<file path="src/rtl/te_pkg.sv">
package te_pkg;
  typedef enum logic [1:0] {
    TE_OFF   = 2'd0,
    TE_RSVD  = 2'd1,
    TE_LINE  = 2'd2,
    TE_VONLY = 2'd3
  } te_mode_e;

  localparam int unsigned VS_UNIT_LOG2 = 3;
  localparam int unsigned N_CHAN       = 2;  // 0: horizontal, 1: vertical
endpackage

</file>
<file path="src/rtl/te_sync2.sv">
module te_sync2 (
  input  logic clk_i,
  input  logic rst_ni,
  input  logic d_i,
  output logic q_o
);
  logic s1_q, s2_q;

  always_ff @(posedge clk_i or negedge rst_ni) begin
    if (!rst_ni) begin
      s1_q <= 1'b0;
      s2_q <= 1'b0;
    end else begin
      s1_q <= d_i;
      s2_q <= s1_q;
    end
  end

  assign q_o = s2_q;
endmodule

</file>
<file path="src/rtl/te_prescale.sv">
module te_prescale #(
  parameter int unsigned DIV_W = 3
) (
  input  logic             clk_i,
  input  logic             rst_ni,
  input  logic [DIV_W-1:0] div_i,
  output logic             tick_o
);
  logic [DIV_W-1:0] cnt_q;

  // >= keeps the period bounded if div_i drops below the running count
  assign tick_o = (cnt_q >= div_i);

  always_ff @(posedge clk_i or negedge rst_ni) begin
    if (!rst_ni)     cnt_q <= '0;
    else if (tick_o) cnt_q <= '0;
    else             cnt_q <= cnt_q + 1'b1;
  end
endmodule

</file>
<file path="src/rtl/te_width_meas.sv">
module te_width_meas #(
  parameter int unsigned WID_W = 13
) (
  input  logic             clk_i,
  input  logic             rst_ni,
  input  logic             lvl_i,
  input  logic             tick_i,
  output logic             end_o,
  output logic [WID_W-1:0] width_o
);
  localparam logic [WID_W-1:0] WID_MAX = '1;

  logic             act_q;
  logic [WID_W-1:0] width_q;

  always_ff @(posedge clk_i or negedge rst_ni) begin
    if (!rst_ni) begin
      act_q   <= 1'b0;
      width_q <= '0;
    end else begin
      act_q <= lvl_i;
      if (!lvl_i)
        width_q <= '0;
      else if (tick_i && (width_q != WID_MAX))
        width_q <= width_q + 1'b1;
    end
  end

  // trailing edge: width_q still holds the final count in this cycle
  assign end_o   = act_q & ~lvl_i;
  assign width_o = width_q;
endmodule

</file>
<file path="src/rtl/te_line_track.sv">
module te_line_track #(
  parameter int unsigned LINE_W = 11
) (
  input  logic              clk_i,
  input  logic              rst_ni,
  input  logic              on_i,
  input  logic              line_mode_i,
  input  logic [LINE_W-1:0] tgt_i,
  input  logic              vs_hit_i,
  input  logic              hs_hit_i,
  output logic              line_hit_o,
  output logic [LINE_W-1:0] cnt_o,
  output logic              armed_o
);
  localparam logic [LINE_W-1:0] LINE_MAX = '1;

  logic [LINE_W-1:0] cnt_q, cnt_nxt;
  logic              armed_q, fired_q;

  assign cnt_nxt    = (cnt_q == LINE_MAX) ? cnt_q : cnt_q + 1'b1;
  assign line_hit_o = on_i && line_mode_i && armed_q && !fired_q &&
                      hs_hit_i && !vs_hit_i && (cnt_nxt == tgt_i);

  always_ff @(posedge clk_i or negedge rst_ni) begin
    if (!rst_ni) begin
      cnt_q   <= '0;
      armed_q <= 1'b0;
      fired_q <= 1'b0;
    end else if (!on_i) begin
      cnt_q   <= '0;
      armed_q <= 1'b0;
      fired_q <= 1'b0;
    end else if (vs_hit_i) begin
      cnt_q   <= '0;
      armed_q <= 1'b1;
      fired_q <= 1'b0;
    end else if (hs_hit_i && armed_q) begin
      cnt_q <= cnt_nxt;
      if (line_hit_o) fired_q <= 1'b1;
    end
  end

  assign cnt_o   = cnt_q;
  assign armed_o = armed_q;
endmodule

</file>
<file path="src/rtl/te_sync_detect.sv">
module te_sync_detect #(
  parameter int unsigned DIV_W    = 3,
  parameter int unsigned HS_THR_W = 3,
  parameter int unsigned VS_THR_W = 9,
  parameter int unsigned LINE_W   = 11
) (
  input  logic                clk_i,
  input  logic                rst_ni,
  input  logic                te_i,
  input  logic                det_en_i,
  input  logic [1:0]          mode_i,
  input  logic [DIV_W-1:0]    clk_div_i,
  input  logic [HS_THR_W-1:0] hs_thr_i,
  input  logic [VS_THR_W-1:0] vs_thr_i,
  input  logic                hs_inv_i,
  input  logic                vs_inv_i,
  input  logic [LINE_W-1:0]   line_tgt_i,
  output logic                match_o
);
  import te_pkg::*;

  localparam int unsigned WID_W = VS_THR_W + VS_UNIT_LOG2 + 1;

  te_mode_e         mode;
  logic             te_s, tick, sync_on;
  logic             vs_hit, hs_hit, line_hit, match_q;
  logic [WID_W-1:0] hs_ticks, vs_ticks;
  logic [LINE_W-1:0] line_cnt;
  logic             armed;
  logic [N_CHAN-1:0]            ch_inv, ch_end;
  logic [N_CHAN-1:0][WID_W-1:0] ch_width;

  assign mode    = te_mode_e'(mode_i);
  assign sync_on = det_en_i && (mode == TE_LINE || mode == TE_VONLY);

  te_sync2 u_sync (
    .clk_i (clk_i),
    .rst_ni(rst_ni),
    .d_i   (te_i),
    .q_o   (te_s)
  );

  te_prescale #(.DIV_W(DIV_W)) u_presc (
    .clk_i (clk_i),
    .rst_ni(rst_ni),
    .div_i (clk_div_i),
    .tick_o(tick)
  );

  assign ch_inv[0] = hs_inv_i;
  assign ch_inv[1] = vs_inv_i;

  for (genvar g = 0; g < N_CHAN; g++) begin : g_chan
    te_width_meas #(.WID_W(WID_W)) u_meas (
      .clk_i  (clk_i),
      .rst_ni (rst_ni),
      .lvl_i  (te_s ^ ch_inv[g]),
      .tick_i (tick),
      .end_o  (ch_end[g]),
      .width_o(ch_width[g])
    );
  end

  assign hs_ticks = WID_W'(hs_thr_i) + WID_W'(1);
  assign vs_ticks = (WID_W'(vs_thr_i) << VS_UNIT_LOG2) + (WID_W'(1) << VS_UNIT_LOG2);

  assign vs_hit = ch_end[1] && (ch_width[1] >= vs_ticks);
  assign hs_hit = ch_end[0] && (ch_width[0] >= hs_ticks) && (ch_width[0] < vs_ticks);

  te_line_track #(.LINE_W(LINE_W)) u_line (
    .clk_i      (clk_i),
    .rst_ni     (rst_ni),
    .on_i       (sync_on),
    .line_mode_i(mode == TE_LINE),
    .tgt_i      (line_tgt_i),
    .vs_hit_i   (vs_hit),
    .hs_hit_i   (hs_hit),
    .line_hit_o (line_hit),
    .cnt_o      (line_cnt),
    .armed_o    (armed)
  );

  always_ff @(posedge clk_i or negedge rst_ni) begin
    if (!rst_ni) match_q <= 1'b0;
    else         match_q <= sync_on && (vs_hit || line_hit);
  end

  assign match_o = match_q;
endmodule

</file>
<file path="config.mk">
export PLATFORM = sky130hd
export DESIGN_NAME = te_sync_detect
export DESIGN_NICKNAME = d
export VERILOG_FILES = /design/src/rtl/te_pkg.sv /design/src/rtl/te_sync2.sv /design/src/rtl/te_prescale.sv /design/src/rtl/te_width_meas.sv /design/src/rtl/te_line_track.sv /design/src/rtl/te_sync_detect.sv
export SDC_FILE = /design/constraint.sdc
export NUM_CORES = 1
export LEC_CHECK = 0
export CAP_MARGIN = 20
export CORE_ASPECT_RATIO = 0.75
export CORE_MARGIN = 1.5
export CORE_UTILIZATION = 50
export DETAILED_ROUTE_END_ITERATION = 8
export PLACE_DENSITY = 0.84
export SLEW_MARGIN = 15
export SYNTH_ARGS = -nofsm -noshare
export SYNTH_HDL_FRONTEND = slang
export SYNTH_SLANG_ARGS = --single-unit
</file>
<file path="constraint.sdc">
create_clock -name clk_i -period 3.58 [get_ports clk_i]
set_input_delay 0.895 -clock clk_i [delete_from_list [all_inputs] [get_ports clk_i]]
set_output_delay 0.895 -clock clk_i [all_outputs]
set_load 0.02 [all_outputs]
</file>
Word level (Yosys, flattened, before mapping)
Index checks and enable logic that the tools add are counted.

storage, ports and cells
  register bits = 47
  input bits = 34
  output and inout bits = 1

cells by class
  $add $sub $neg = 6
  $lt $le $gt $ge = 4
  equal/unequal tests = 11
  mux-type cells = 15
  bitwise gates (word level) = 6
  reduce and logical (&&, ||, !) cells = 19

operators with widths
  operator                                       number
  2-to-1 mux 13 bit                              4
  2-to-1 mux 11 bit                              4
  adder 13 x 1 -> 13 bit, second input constant  2
  != test 13 bit, second input constant          2
  logical AND 1 bit                              14
  adder 12 x 4 -> 13 bit, second input constant  1
  >= comparator 13 bit                           1
  >= comparator 13 x 4 -> 1 bit                  1
  < comparator 13 bit                            1
  adder 11 x 1 -> 11 bit, second input constant  1
  == test 11 bit                                 1
  == test 11 bit, second input constant          1
  2-to-1 mux 1 bit                               6
  != test 3 x 1 -> 1 bit, second input constant  2
  adder 3 x 1 -> 4 bit, second input constant    1
  == test 2 bit, second input constant           2
  != test 2 bit, second input constant           2
  adder 3 x 1 -> 3 bit, second input constant    1
  >= comparator 3 bit                            1
  2-to-1 mux 3 bit                               1
  bitwise AND 1 bit                              2
  zero test 1 bit                                2
  logical OR 1 bit                               2
  != test 2 x 1 -> 1 bit, second input constant  1
  other kinds (3)                                5

Depth between registers and ports, before layout
Gate-level depths: netlist of the first run.

  depth in word-level cells = 13
  gate-level depth with buffers = 13
  depth with buffers taken out = 12

Hierarchy
Synthesis of the first run repeated with hierarchy kept, for this count alone.

second synthesis, totals
  cells, all modules = 398
  area total of the unflattened synthesis = 3553.4 um2

by module, submodules not included
  module          instances  cells an instance  area each (um2)  sequential area each (um2)
  te_width_meas   2          75                 721.9            350.3
  te_line_track   1          127                1057.3           325.3
  te_sync_detect  1          101                804.5            25.0
  te_prescale     1          18                 197.7            75.1
  te_sync2        1          2                  50.0             50.0

Worst setup path before layout of the first run
No wires, ideal clock.

  path type = input to register
  start = input port vs_thr_i[0]
  end = register u_line.cnt_q[0], in the netlist u_line.cnt_o[0]
  setup time = 72 ps
  arrival = 3070 ps
  required time = 3508 ps
  path slack = 437 ps
  stages = 12
  buffers on the path = 1
  cells stage by stage = ha_1 > inv_1 > or3_1 > xor2_1 > ha_1 > a211o_1 > a211oi_1 > a21oi_1 > o211ai_1 > nand3_1 > clkbuf_1 > nor2_1

between the ends
  cells in the longest elaborated chain, start to end = 5

RTL lines
  element                                                                              line                                        text
  start, declared                                                                      te_sync_detect.sv:14                        input logic [VS_THR_W-1:0] vs_thr_i,
  adder 12 x 4 -> 13 bit *                                                             te_sync_detect.sv:65                        assign vs_ticks = (WID_W'(vs_thr_i) << VS_UNIT_LOG2) + (WID_W'(1) << VS_UNIT_LOG2);
  < comparator 13 bit / >= comparator 13 bit (equally long branches)                   te_sync_detect.sv:68, te_sync_detect.sv:67
  logical AND 1 bit, on equally long branches                                          te_sync_detect.sv:68, te_sync_detect.sv:67
  logical AND 1 bit / 2-to-1 mux 11 bit (equally long branches)                        te_line_track.sv:37, te_line_track.sv:33
  != test 3 x 1 -> 1 bit (no source line) / 2-to-1 mux 11 bit (equally long branches)  -
  end signal, assigned                                                                 te_line_track.sv:38                         cnt_q <= cnt_nxt;
  end, declared                                                                        te_line_track.sv:17                         logic [LINE_W-1:0] cnt_q, cnt_nxt;

Every way passes the cells marked *; elsewhere a longest branch is shown, timed or not.
A chain may end at the register's enable or synchronous reset.

Worst setup path after layout of the first run
  start = input port vs_thr_i[3]
  end = register u_line.cnt_q[4], in the netlist u_line.cnt_o[4]

Same word-level chain as after synthesis.

==> metrics.txt, run 1 <==
type of destination of the critical path=flip-flop; insertion delay to the later sink of the worst-skew pair=300 ps; number of antenna violations at the first check in global routing=0; post-synthesis instance area=3370 um^2; vias after detailed routing=2887; remaining global-route overflow=0; class of the most critical setup path=primary input to flip-flop; number of rows created at floorplan=25; count of nets after finishing=486; gate count of the mapped netlist=372; Reg power frac=44.1%; type of the most critical hold path=flip-flop to flip-flop; starting density of the core=52.6%; clock tree skew after final layout=5.93 ps; Syn Nets=439; Worst Setup Start Kind=primary input; net switching fraction of the power=29.1%; Clock Tree Root=clkbuf_8; Static Leakage=1.80 nW; clock sink count=47; Reg area=1180 um^2; vias in the first global route=2693; endpoint required time on the critical path=3790 ps; flip-flop and latch count after synthesis=47; final hold violations=0; x dimension of the die=97.8 um; post-placement setup slack=-259 ps; maximum count of clock buffers along a single path=2; Detailed Route WL=7490 um; Hold Buf Count CTS=0; portion of total power attributed to combinational logic=26.2%; 1st-iter DRT viols=176; I/O pin count=35; H-tree depth=2; total power per unit cell area=332 nW/um^2; syn avg cell area=9.06 um^2; maximum vdd drop=0.299 mV; first-pass GRT wire length=12300 um; Critical Path AT=3630 ps; placer's final routability congestion estimate=0.869; growth of design area from synthesis to finish=20.4%; CTS tree=built; Total Die Area=7250 um^2; max frequency=293 MHz; I/O Buffers=34; depth of the worst hold-timing path=0; relative contribution of the clock network to total power=29.6%; register area share after synthesis=34.9%; TritonCTS buffer count=5; fraction of the core area covered by cells at the end of the flow=63.3%; primary flip-flop cell chosen by synthesis mapping=dfrtp_1; Power Internal=0.956 mW; clock-pin slew on the worst setup and hold paths=80 ps; status=finished, final reports clean; sum of negative setup slack=0 ps; maximum fanout along the worst path=4; post-synth cell types=46; headroom to the max-slew limit=50.5%; total setup violations reported at the end of the flow=0; footprint of the multi-input gates=2070 um^2; GR Util All Layers=21.4%; count of yosys warnings during synthesis=0; Worst Tran Pin Value=742 ps; FF-to-FF path depth=8; Design Power=1.35 mW; post-route antenna net violation count=0; power dissipated by switching net loads=0.393 mW; post-DP HPWL=5730 um; min cycle time layout=3410 ps; proportion of layout cells with a drive suffix above 1=9.29%; fin crit share=95.4%; via density per instance=5.76; Max-Cap Viols=0; share of flip-flops with an asynchronous set or reset=100%; count of final max-slew check failures=0; number of flops mapped to enable cells by yosys=0; antenna fix cells=0; Worst Setup Slack, final=165 ps; Post-route DRC=0; DR WL/cell=15.0 um; core footprint=6410 um^2; maximum number of pins on one net before global-route repair=48; # fillers=514; height of the die=74.1 um; Pre-Repair DR Iteration Count=4
## flip-flops by register name, summed over array words and instances, names as in the netlist
name / count
u_sync.q_o: 1
g_chan.u_meas.act_q: 2
u_line.armed_o: 1
u_presc.cnt_q: 3
g_chan.u_meas.width_o: 26
u_sync.s1_q: 1
u_line.fired_q: 1
u_line.cnt_o: 11
match_o: 1
## final timing paths
path	to	from	slack, ps
min	u_sync.q_o	u_sync.s1_q	360
max reg2reg	match_o	u_line.cnt_o[0]	1020
max in group asynchronous	u_line.cnt_o[1]	rst_ni	2490
min reg2reg	u_sync.q_o	u_sync.s1_q	360
min in group asynchronous	u_line.cnt_o[10]	rst_ni	580
max	u_line.cnt_o[4]	vs_thr_i[3]	170
## layer usage
metal / vias up / GRT usage [%] / share of wire (%)
li1: 1406 / - / -
met5: - / 0 / 0
met3: 13 / 3.85 / 4.9
met2: 77 / 36.4 / 47
met1: 1391 / 28.3 / 47
met4: 0 / 7.14 / 1.5
## cell type report
class	instances	area share [%]
Multi-Input combinational cell	290	51.0
Sequential cell	47	29.0
Timing Repair Buffer	52	12.5
Tap cell	81	2.50
Inverter	23	2.13
Clock buffer	6	2.03
Clock inverter	2	0.863
## cell usage after synthesis, types with 4 or more instances
cell,count,share of area [%]
inv_1,23,2.6
nor4_1,8,1.5
xor2_1,24,6.2
and3_1,8,1.5
o21ai_0,5,0.74
clkbuf_1,4,0.45
mux2i_1,4,1.2
nand4_1,16,3.0
nand2_1,23,2.6
nor3_1,4,0.59
buf_2,4,0.59
nand3_1,21,3.1
nor2_1,50,5.6
a21oi_1,12,1.8
ha_1,33,12
xnor2_1,27,7.0
a211oi_1,7,1.6
nand2b_1,5,0.93
a21o_1,5,1.1
dfrtp_1,47,35
## power by group through the flow
stage / sequential (mW) / clock (mW) / combinational [mW]
after global routing: 0.599 / 0.424 / 0.400
after floorplan: 0.598 / 0 / 0.212
after detailed placement: 0.605 / 0 / 0.347
after CTS: 0.595 / 0.414 / 0.348
after global placement: 0.605 / 0 / 0.330
final: 0.595 / 0.400 / 0.354
## layout by cell type, fill, tap and decap left out, drive strengths merged, types with 3 or more instances in the layout
cell type      instances
a2111oi                3
a211oi                 7
a21o                   5
a21oi                 12
a31oi                  3
and2                   3
and3                   8
buf                   19
clkbuf                 6
clkdlybuf4s50         31
dfrtp                 47
ha                    33
inv                   23
mux2i                  4
nand2                 23
nand2b                 5
nand3                 22
nand4                 16
nor2                  50
nor3                   4
nor4                   8
o211ai                 3
o21ai                  6
or4                    4
xnor2                 27
xor2                  24
## cells by family after synthesis
group                    count (synthesis)  synth area share (%)
adder cells (fa/ha/maj)                 33                  12.2
buffers and inverters                   35                  4.82
AND/OR/NAND/NOR                        153                  22.9
AO/OA/AOI/OAI                           48                  10.4
multiplexers                             5                  1.52
XOR/XNOR                                51                  13.2
flip-flops                              47                  34.9
## timing repair
action / CTS / global route
hold endpoints to repair: 0 / 0
setup endpoints to repair: 0 / 13
setup buffers: 0 / 1
gates resized for setup: 0 / 10
## worst max-delay path: stages
cell,delay [ps]
clkdlybuf4s50_1,510
nand3_2,150
nor2_4,150
nand3_1,100
xor2_1,210
ha_1,280
a211o_1,330
a211oi_1,220
a21oi_1,110
o211ai_1,230
nand3_2,130
buf_4,160
a211oi_1,170
## through the flow
step / hold slack [ps] / area [um^2] / cells
global route: 371 / 4060 / 501
floorplan: 331 / 3370 / 372
global placement: 335 / 3860 / 491
CTS: 358 / 3980 / 499
detailed placement: 343 / 3860 / 491
finish: 355 / 4060 / 501
Note: power is estimated with default switching activity, not from simulation.
==> inputs of run 2 (changes only) <==
- CTS_CLUSTER_DIAMETER: default -> 120
- PLACE_DENSITY: 0.84 -> 0.72
- TNS_END_PERCENT: default -> 10
==> run 2 against run 1 <==
Effect of this change:
- critical path type unchanged
- global-route usage grew 0.55 points
- first-iteration DRC count is 24% lower
- clock skew grew 6.6 ps
==> metrics.txt, run 2 (synthesized netlist as in run 1, its figures left out) <==
antenna fix cells=0 (unchanged); x dimension of the die=97.8 um (unchanged); cell with the largest stage delay on the worst path=clkdlybuf4s50_1; most common cell after layout, fill and taps aside=nor2_1; leading cell types in the layout, fill and taps excluded=nor2_1, dfrtp_1, ha_1; global-route track usage on met1=31.1% (+2.8 points); post-DP HPWL=5740 um (+0.23%); Post-route DRC=0 (unchanged); class of the most critical setup path=primary input to flip-flop; Worst Hold End=u_sync.q_o; global routing usage on met2=35.6% (-0.77 points); setup slack of the most critical reg-to-reg path=1010 ps (about the same); post-route antenna net violation count=0 (unchanged); type of the most critical hold path=flip-flop to flip-flop; Static Leakage=1.78 nW (-1.2%); Pre-Repair DR Iteration Count=4 (unchanged); footprint of the multi-input gates=2070 um^2 (-0.18%); number of antenna violations at the first check in global routing=0 (unchanged); Reg area=1180 um^2 (unchanged); growth of design area from synthesis to finish=19.1%; # fillers=570 (+11%); headroom to the max-slew limit=53.0% (+2.5 points); met3 layer usage reported by global route=2.91% (-0.94 points); min cycle time layout=3420 ps (+9.43 ps); Fin Hold WS=354 ps (-1.00 ps); endpoint of the worst register-to-register path=u_line.fired_q; maximum vdd drop=0.271 mV (-9.5%); Worst Setup Start Kind=primary input; 1st-iter DRT viols=133 (-24%); post-placement setup slack=-321 ps (-62.3 ps); first-pass GRT wire length=12700 um (+3.1%); CTS tree=built; clock sink count=47 (unchanged); Clock Tree Root=clkbuf_8; most frequent CP cell=nor2_1; I/O Buffers=34 (unchanged); sum of negative setup slack=0 ps (unchanged); DR WL/cell=14.8 um (-0.99%); clock tree skew after final layout=12.5 ps (+6.60 ps); count of final max-slew check failures=0 (unchanged); total power per unit cell area=330 nW/um^2 (-0.64%); Critical Path AT=3630 ps (about the same); H-tree depth=2 (unchanged); Detailed Route WL=7390 um (-1.4%); buffers inserted by post-CTS timing repair=0 (unchanged); depth of the worst hold-timing path=0 (unchanged); I/O pin count=35 (unchanged); maximum fanout along the worst path=12 (+8); insertion delay to the later sink of the worst-skew pair=300 ps (about the same); endpoint required time on the critical path=3780 ps (about the same); Worst Setup Slack, final=156 ps (-9.43 ps); Total Die Area=7250 um^2 (unchanged); maximum number of pins on one net before global-route repair=48 (unchanged); max frequency=292 MHz (-0.28%); Worst Tran Pin Value=705 ps (-37.1 ps); fin crit share=95.6% (+0.26 points); FF-to-FF path depth=8 (unchanged); Reg-to-Reg Start=u_line.cnt_o[0]; maximum count of clock buffers along a single path=2 (unchanged); GR Util All Layers=22.0% (+0.55 points); TritonCTS buffer count=5 (unchanged); Design Power=1.33 mW (-1.7%); Max-Cap Viols=0 (unchanged); count of nets after finishing=485 (-0.21%); vias in the first global route=2648 (-1.7%); status=finished, final reports clean; clock-pin slew on the worst setup and hold paths=90 ps (about the same); via density per instance=5.58 (-3.1%); proportion of layout cells with a drive suffix above 1=8.85% (-0.43 points); remaining global-route overflow=0 (unchanged); height of the die=74.1 um (unchanged); total setup violations reported at the end of the flow=0 (unchanged); final hold violations=0 (unchanged); vias after detailed routing=2785 (-3.5%); core footprint=6410 um^2 (unchanged); number of flip-flops under the largest register name=26 (unchanged); placer's final routability congestion estimate=0.897 (+3.2%); starting density of the core=52.6% (unchanged); peak-usage layer in the global routing report=met2; hold path start=u_sync.s1_q; number of rows created at floorplan=25 (unchanged); highest cell delay on the worst timing path=490 ps (-20 ps); type of destination of the critical path=flip-flop; chain of cells forming the critical path=clkdlybuf4s50_1 > nand3_1 > nor2_1 > xnor2_1 > ha_1 > and3_1 > a2111oi_0 > buf_4 > o211a_1 > buf_12 > nand4_1 > xor2_1 > nor2_1
run 2: layer usage:
layer	vias to the layer above	share of wire (%)	routed length, um
met5	-	0	0
met2	55	46	3420
met3	6	4.0	297
li1	1408	-	-
met4	0	1.1	81
met1	1316	49	3590
run 2: what timing repair did:
| action | in CTS | in global routing |
|---|---|---|
| setup endpoints to repair | 5 | 13 |
| pin swaps | 0 | 6 |
| resized for setup | 1 | 8 |
| cloned | 0 | 1 |
| hold buffers | 0 | 0 |
run 2: final cells by class:
cell class	instances	area share, %
multi-input cells	290	51.4
flip-flops and latches	47	29.3
repair buffers	51	12.1
well taps	81	2.52
inverters	23	2.15
clock buffers	6	1.81
clock inverters	1	0.748
run 2: how the worst max path moves through the flow:
stage                start              end  depth (start not counted)
2_1_floorplan  vs_thr_i[0]  u_line.cnt_o[0]                         12
3_3_place_gp   vs_thr_i[0]  u_line.cnt_o[1]                         13
3_5_place_dp   vs_thr_i[0]  u_line.cnt_o[3]                         13
4_1_cts        vs_thr_i[0]  u_line.cnt_o[3]                         13
5_1_grt        vs_thr_i[3]  u_line.cnt_o[0]                         13
6_report       vs_thr_i[3]  u_line.cnt_o[8]                         13
run 2: metrics by stage:
stage	area, um^2	utilization, %	cells
after floorplan	3370	-	372
after global placement	3860	60.3	491
after detailed placement	3860	60.3	491
after CTS	3970	62.0	498
after global routing	4020	62.6	499
final	4020	62.6	499
run 2: worst max-delay path: cells and delay by family:
| kind | cells | cell delay [ps] |
|---|---|---|
| xor+xnor | 2 | 350 |
| buf+inv | 3 | 820 |
| fa+ha+maj | 1 | 290 |
| simple gates | 5 | 690 |
| compound gates | 2 | 580 |
run 2: power by group:
part / switching (mW) / internal (mW) / total (mW)
combinational: 0.189 / 0.163 / 0.351
sequential: 0.0332 / 0.564 / 0.597
clock: 0.173 / 0.205 / 0.378
==> inputs of run 3 (changes only) <==
- CORE_ASPECT_RATIO: 0.75 -> default
- CTS_CLUSTER_SIZE: default -> 20
==> run 3 against run 2 <==
Effect of this change:
- the flow now finishes with violations (DRC)
- cell area is 0.34% higher
- critical endpoint is now u_line.cnt_o[9]
- power is 4.8% lower
- die area hardly changed
- wire length is 3.3% lower
- first-iteration DRC count is 18% lower
- clock skew is 7.1 ps lower
- worst hold slack better by 11 ps
- core utilization is 0.12 points higher
- critical path type unchanged
==> metrics.txt, run 3 (synthesized netlist as in run 1, its figures left out) <==
post-placement setup slack=-285 ps (+36.4 ps); Total Die Area=7250 um^2 (about the same); min cycle time layout=3420 ps (-2.23 ps); clock-pin slew on the worst setup and hold paths=80 ps (about the same); post-DP HPWL=5480 um (-4.6%); Worst Tran Pin Value=697 ps (-7.84 ps); chain of cells forming the critical path=clkdlybuf4s50_1 > nand3_2 > nor2_4 > xnor2_1 > ha_1 > and3_1 > a2111oi_0 > buf_4 > o211a_1 > buf_12 > nand4_1 > xor2_1 > nor2_1; setup slack of the most critical reg-to-reg path=980 ps (-30 ps); global-route track usage on met1=26.5% (-4.6 points); starting density of the core=52.5% (-0.082 points); maximum number of pins on one net before global-route repair=48 (unchanged); Pre-Repair DR Iteration Count=6 (+2); fraction of the core area covered by cells at the end of the flow=62.8% (+0.12 points); count of nets after finishing=487 (+0.41%); vias after detailed routing=2813 (+1.0%); number of standard cells in the final layout excluding fillers=497 (-0.40%); 1st-iter DRT viols=109 (-18%); H-tree depth=2 (unchanged); setup repair after global routing missed its margin=no; number of rows created at floorplan=29 (+16%); Worst Setup Start Kind=primary input; Clock Tree Root=clkbuf_8; height of the die=85.1 um (+15%); clock sink count=47 (unchanged); Worst Setup Slack, final=158 ps (+2.23 ps); sum of negative setup slack=0 ps (unchanged); most common cell after layout, fill and taps aside=nor2_1; core footprint=6420 um^2 (+0.16%); DR WL/cell=14.4 um (-2.9%); class of the most critical setup path=primary input to flip-flop; I/O Buffers=34 (unchanged); Detailed Route WL=7150 um (-3.3%); maximum count of clock buffers along a single path=2 (unchanged); WP buf/inv=3 (unchanged); placed insts=489 (-0.41%); TritonCTS buffer count=5 (unchanged); Post-route DRC=3 (+3); top cell family by delay on the critical path=buffers and inverters; fin crit share=95.6% (about the same); vias in the first global route=2804 (+5.9%); post-route antenna net violation count=0 (unchanged); final hold violations=0 (unchanged); headroom to the max-slew limit=53.5% (+0.52 points); endpoint required time on the critical path=3810 ps (+30 ps); CTS tree=built; I/O pin count=35 (unchanged); met3 layer usage reported by global route=3.40% (+0.49 points); max frequency=292 MHz (about the same); cell with the largest stage delay on the worst path=clkdlybuf4s50_1; number of flip-flops under the largest register name=26 (unchanged); leading cell types in the layout, fill and taps excluded=nor2_1, dfrtp_1, ha_1; via density per instance=5.66 (+1.4%); number of antenna violations at the first check in global routing=0 (unchanged); proportion of layout cells with a drive suffix above 1=9.76% (+0.91 points); GR Util All Layers=20.8% (-1.2 points); maximum fanout along the worst path=12 (unchanged); growth of design area from synthesis to finish=19.5%; placer's final routability congestion estimate=0.829 (-7.6%); Critical Path AT=3650 ps (+20 ps); instance area at placement=3870 um^2 (+0.26%); peak-usage layer in the global routing report=met2; final design instance area without fill=4030 um^2 (+0.34%); first-pass GRT wire length=12200 um (-4.1%); clock tree skew after final layout=5.46 ps (-7.07 ps); status=finished, violations left; x dimension of the die=85.1 um (-13%); count of final max-slew check failures=0 (unchanged); type of the most critical hold path=flip-flop to flip-flop; antenna fix cells=0 (unchanged); total setup violations reported at the end of the flow=0 (unchanged); violated checks=DRC; global routing usage on met2=36.2% (+0.59 points); type of destination of the critical path=flip-flop; total power per unit cell area=313 nW/um^2 (-5.1%); insertion delay to the later sink of the worst-skew pair=300 ps (about the same); Static Leakage=1.79 nW (+0.51%); maximum vdd drop=0.250 mV (-7.7%); highest cell delay on the worst timing path=500 ps (about the same); Max-Cap Viols=0 (unchanged); Hold Buf Count CTS=0 (unchanged); remaining global-route overflow=0 (unchanged)
==> run 3: cell types whose count changed in the layout (fill, tap and decap cells not counted), sizes merged <==
cell / before / now
bufinv: 1 / 0
buf: 18 / 20
clkinv: 0 / 1
==> run 3: power breakdown <==
group	switching (mW)	leakage, nW	internal, mW	total, mW
Combinational	0.184	1.10	0.165	0.348
Clock	0.169	0.0470	0.152	0.321
Sequential	0.0301	0.642	0.564	0.594
==> run 3: worst paths after layout <==
path	startpoint	endpoint	cells after the start
setup / recovery	vs_thr_i[4]	u_line.cnt_o[9]	13
hold / removal	u_sync.s1_q	u_sync.q_o	0
setup reg to reg	u_line.cnt_o[0]	match_o	8
hold reg to reg	u_sync.s1_q	u_sync.q_o	0
max in group asynchronous	rst_ni	u_sync.q_o	2
min in group asynchronous	rst_ni	g_chan[0].u_meas.width_o[5]	1
==> run 3: layer usage <==
metal / wire length [um] / vias to the layer above
met3: 304 / 7
met2: 3540 / 54
met1: 3240 / 1340
met4: 63 / 0
li1: - / 1412
met5: 0 / -
==> run 3: per-stage QoR <==
step                hold WS (ps)  total power [mW]
finish                       365              1.26
global placement             345             0.944
detailed placement           338             0.949
CTS                          367              1.27
global route                 372              1.35
floorplan                    331             0.810
==> run 3: timing repair <==
item                       4_1_cts  5_1_grt
gates resized for setup          0       11
setup buffers                    0        0
setup endpoints to repair        0       14
==> run 3: cell type report <==
class | instances | area, um^2
Inverter | 23 | 86.3
Sequential cell | 47 | 1180
Clock inverter | 1 | 5.00
Clock buffer | 6 | 82.6
Multi-Input combinational cell | 290 | 2070
Fill cell | 569 | 2390
Tap cell | 77 | 96.3
Timing Repair Buffer | 53 | 512
